[src/rtl/stepper_phase_gen.sv]
module stepper_phase_gen #(
  parameter int CNT_W      = 16,
  parameter int DEF_PERIOD = 4000
) (
  input  logic             clk,
  input  logic             rst_n,
  input  logic             en,
  input  logic             dir,
  input  logic             load,
  input  logic [CNT_W-1:0] period_in,
  output logic             ph_a,
  output logic             ph_b,
  output logic             ph_c,
  output logic             ph_d,
  output logic             step
);
  localparam logic [CNT_W-1:0] MIN_P = CNT_W'(4);
  localparam logic [CNT_W-1:0] DEF_P = CNT_W'(DEF_PERIOD < 4 ? 4 : DEF_PERIOD);
  localparam logic [CNT_W-1:0] ONE   = CNT_W'(1);

  logic [CNT_W-1:0] cnt, act, cmp_bd, shadow;
  logic             ac, bd, dir_q;

  wire hit_ac  = (cnt == ONE);
  wire hit_bd  = (cnt == cmp_bd);
  wire wrap    = (cnt == act);
  wire dir_chg = !en && (dir != dir_q);
  wire [CNT_W-1:0] shadow_cmp = (shadow >> 1) + ONE;
  wire [CNT_W-1:0] period_cl  = (period_in < MIN_P) ? MIN_P : period_in;

  always_ff @(posedge clk) begin
    if (!rst_n) begin
      cnt    <= '0;
      act    <= DEF_P;
      cmp_bd <= (DEF_P >> 1) + ONE;
      shadow <= DEF_P;
      ac     <= 1'b1;
      bd     <= 1'b0;
      dir_q  <= 1'b0;
      step   <= 1'b0;
    end else begin
      if (load) shadow <= period_cl;
      step <= en && (hit_ac || hit_bd);
      if (en) begin
        if (hit_ac) ac <= ~ac;
        if (hit_bd) bd <= ~bd;
        if (wrap) begin
          cnt    <= '0;
          act    <= shadow;
          cmp_bd <= shadow_cmp;
        end else begin
          cnt <= cnt + ONE;
        end
      end else if (dir_chg) begin
        dir_q <= dir;
        cnt   <= '0;
        ac    <= 1'b1;
        bd    <= dir;
      end
    end
  end

  assign ph_a = ac;
  assign ph_c = ~ac;
  assign ph_b = bd;
  assign ph_d = ~bd;
endmodule

[config.mk]
export PLATFORM = sky130hd
export DESIGN_NAME = stepper_phase_gen
export DESIGN_NICKNAME = d
export VERILOG_FILES = /design/src/rtl/stepper_phase_gen.sv
export SDC_FILE = /design/constraint.sdc
export NUM_CORES = 1
export LEC_CHECK = 0
export ABC_AREA = 1
export BUFFER_PORTS_ARGS = -buffer_cell sky130_fd_sc_hd__buf_2
export CAP_MARGIN = 20
export CORE_ASPECT_RATIO = 0.6
export CORE_MARGIN = 1.5
export CORE_UTILIZATION = 36
export DETAILED_ROUTE_END_ITERATION = 6
export GPL_ROUTABILITY_DRIVEN = 0
export HOLD_SLACK_MARGIN = 0.05
export PLACE_DENSITY = 0.52
export SETUP_SLACK_MARGIN = 0.02
export SYNTH_ARGS = -nofsm -noshare
export SYNTH_HDL_FRONTEND = slang
export SYNTH_SLANG_ARGS = --single-unit
export TNS_END_PERCENT = 1
[constraint.sdc]
create_clock -name clk -period 2.1 [get_ports clk]
set_input_delay 0.21 -clock clk [delete_from_list [all_inputs] [get_ports clk]]
set_output_delay 0.21 -clock clk [all_outputs]
set_load 0.05 [all_outputs]
==> results.toml <==
[status]
outcome = "complete, no violations"

[yosys]
synth_top_area_cell = "dfxtp_1"
seq_area_frac_synth_pct = 34.15
avgSynthCellArea_um2 = 6.219
synth.top_cell.area_share_pct = 34.15
synth_nets = 665
syn_area_mm2 = 0.003986
synth_cell_types = 32
yosysWarnings = 0
syn_inst = 641
synthTopCellsByArea = "dfxtp_1 (34%), nand2_1 (19%), nor2_1 (8.7%)"
ys_ff_latch = 68

[floorplanning]
num_io_pins = 26
start_util_pct = 37.37
die_w_um = 138.9
die_h_um = 84.51
coreArea_mm2 = 0.01067
placementRows = 29
die-area_mm2 = 0.01173

[cts]
cts.clk_slew.worst_paths_ns = 0.06
cts-buffers-inserted = 9
h-tree-depth = 3
tritoncts = "done"
cts.path.max_buffers = 2
clock_latency_ns = 0.34
clock-sinks = 68
cts_setup_buffers = 0
clockRootBuffer = "clkbuf_16"

[critical_path]
cp.arrival_ns = 2.13
cp_top_family = "simple AND/OR/NAND/NOR gates"
cpPeakStageDelay_ns = 0.57
path_max_fanout = 22
crit_path_end = "act[5]"
path_class = "register to register"
r2r_slack_ns = 0.17
critPathLaunch = "cnt[3]"
r2r-start = "cnt[3]"
worst_setup_path_start_kind = "register"
reg2reg_depth = 8
crit_chain = "xor2_1, nor2_1, nand2_1, nor2_4, nand3_2, buf_4, nand2_1, nand3_1"
crit_cells = 8
cp_common_cell = "nand2_1"
r2r_end = "act[5]"
path_buf_inv = 1
cp_slowest_cell = "dfxtp_1"
cp_data_required_time_ns = 2.30
worstSetupEndpointType = "register"

[finish]
drive_gt1_share_pct = 12.01
seq_area_mm2 = 0.001365
nNetsFinal = 685
syn_to_final_growth_pct = 13.59
n_antenna_cell = 0
fillers = 1151
finalInstanceArea_mm2 = 0.004528
layout_common_cells = "nand2_1 (204), nor2_1 (91), inv_1 (69)"
mostFrequentLayoutCell = "nand2_1"
multiInputGateArea_mm2 = 0.002173

[pwr]
p_seq_share_pct = 42.9
p_clk_share_pct = 49.5
p_int_mw = 2.377
leakagePower_nw = 2.196
p_switching_uw = 780.5
share_comb_of_total_power_pct = 7.6
p_per_area_mw_per_mm2 = 697.3
ir_worst_vdd_uv = 457.2
swShare_pct = 24.72

[grt]
grt_usage_pct = 21.14
grt_pass1_vias = 3658
antenna_found_initial = 0
grt_max_degree = 38
grt_overflow = 0
grt_pass1_wl_mm = 19.26

[min_path]
hold_path.class = "primary input to register"

[sta]
max_slew_margin_pct = 62.49
setup_violations = 0
fin_crit_ns = 1.928
worstMarginPinSlew_ns = 0.5575
rsz0062_at_grt = "true"
finalHoldViolCount = 0
tns_ns = 0
finClkSkew_ns = 0.005611
max_freq_ghz = 0.5187
finalCritPeriodShare_pct = 91.81
maxSlewViolCount = 0
fin_ws_ns = 0.1720

[detailed_routing]
ant_nets = 0
drtIter0Drc = 292
drt-wirelength-per-cell_um = 14.60
firstDrtPassIters = 4
routed_wl_mm = 11.75
vias = 3978
drc = 0
viasPerCell = 4.942

[place]
place_ws_ns = 0.2447
postPlaceCellArea_mm2 = 0.004214
io_buffers = 25
hpwlAfterDp_mm = 8.881

[run]
cap_violations = 0
[registers in the layout, indices dropped and copies added (netlist names)]
name / flops
cmp_bd: 16
step: 1
act: 16
dir_q: 1
shadow: 16
cnt: 16
ph_a: 1
ph_b: 1
[layout make-up]
class | instances | share of cell area, %
tap | 139 | 3.841
multi-input combinational | 467 | 48.00
clock buffer | 12 | 5.665
clock inverter | 4 | 1.050
inverter | 78 | 6.549
sequential | 68 | 30.15
timing repair buffer | 37 | 4.753
[worst min path at each step]
stage / from / endpoint / slack (ns) / cells past startpoint
floorplan: period_in[10] / shadow[10] / 0.34 / 2
global route: period_in[5] / shadow[5] / 0.11 / 3
detailed placement: period_in[9] / shadow[9] / 0.45 / 3
finish: period_in[5] / shadow[5] / 0.11 / 3
CTS: period_in[5] / shadow[5] / 0.09 / 3
global placement: period_in[10] / shadow[10] / 0.44 / 3
[power by group through the flow]
stage | sequential [mW] | combinational, mW | clock, mW
global route | 1.36 | 0.269 | 1.65
CTS | 1.35 | 0.238 | 1.60
detailed placement | 1.38 | 0.237 | 0
global placement | 1.38 | 0.235 | 0
finish | 1.35 | 0.241 | 1.56
floorplan | 1.39 | 0.146 | 0
[synth_stat cells (all sizes together)]
cell type	number
nand2	214
nor2	95
inv	77
dfxtp	68
nand3	46
a21oi	27
o21ai	21
xor2	20
buf	17
nand4	15
clkbuf	11
nor3	7
xnor2	6
nor4	4
ha	3
nand3b	3
a211oi	2
or2	2
clkinv	1
nor3b	1
o211ai	1
[metal layers]
layer / routed length (um) / share of wire, % / GRT usage [%] / up-vias
met5: 0 / 0 / 0 / -
met4: 144 / 1.2 / 5.398 / 0
met3: 799 / 6.8 / 4.564 / 13
met2: 4379 / 37 / 28.53 / 114
met1: 6430 / 55 / 33.14 / 1822
li1: - / - / - / 2029
[worst reg2reg max path, delay by kind of cell, from the launching register on]
family	cells	cell delay, ns
xor+xnor	1	0.11
buf+inv	1	0.25
flops	1	0.57
simple gates	6	0.85
[logic make-up (layout without fill, tap and decap cells)]
kind of cell,after synthesis,after routing,share of synthesized area (%)
and+or+nand+nor,387,387,41.21
buffers and inverters,106,131,11.39
DFF,68,68,34.15
AOI/OAI and AO/OA,51,51,6.591
xor gates and xnor gates,26,26,5.713
adders and majority gates,3,3,0.9417
[repair_timing]
| item | CTS | global route |
|---|---|---|
| setup endpoints to repair | 0 | 22 |
| hold buffers | 0 | 0 |
| gates resized for setup | 0 | 5 |
[through the flow]
stage	total power [mW]	hold slack, ns	util, %	instances
floorplan	1.535	0.3364	-	641
global placement	1.617	0.4412	39.50	789
detailed placement	1.620	0.4457	39.50	789
CTS	3.188	0.09470	42.35	805
global route	3.276	0.1121	42.45	805
finish	3.158	0.1052	42.45	805
Note: power is estimated with default switching activity, not from simulation.
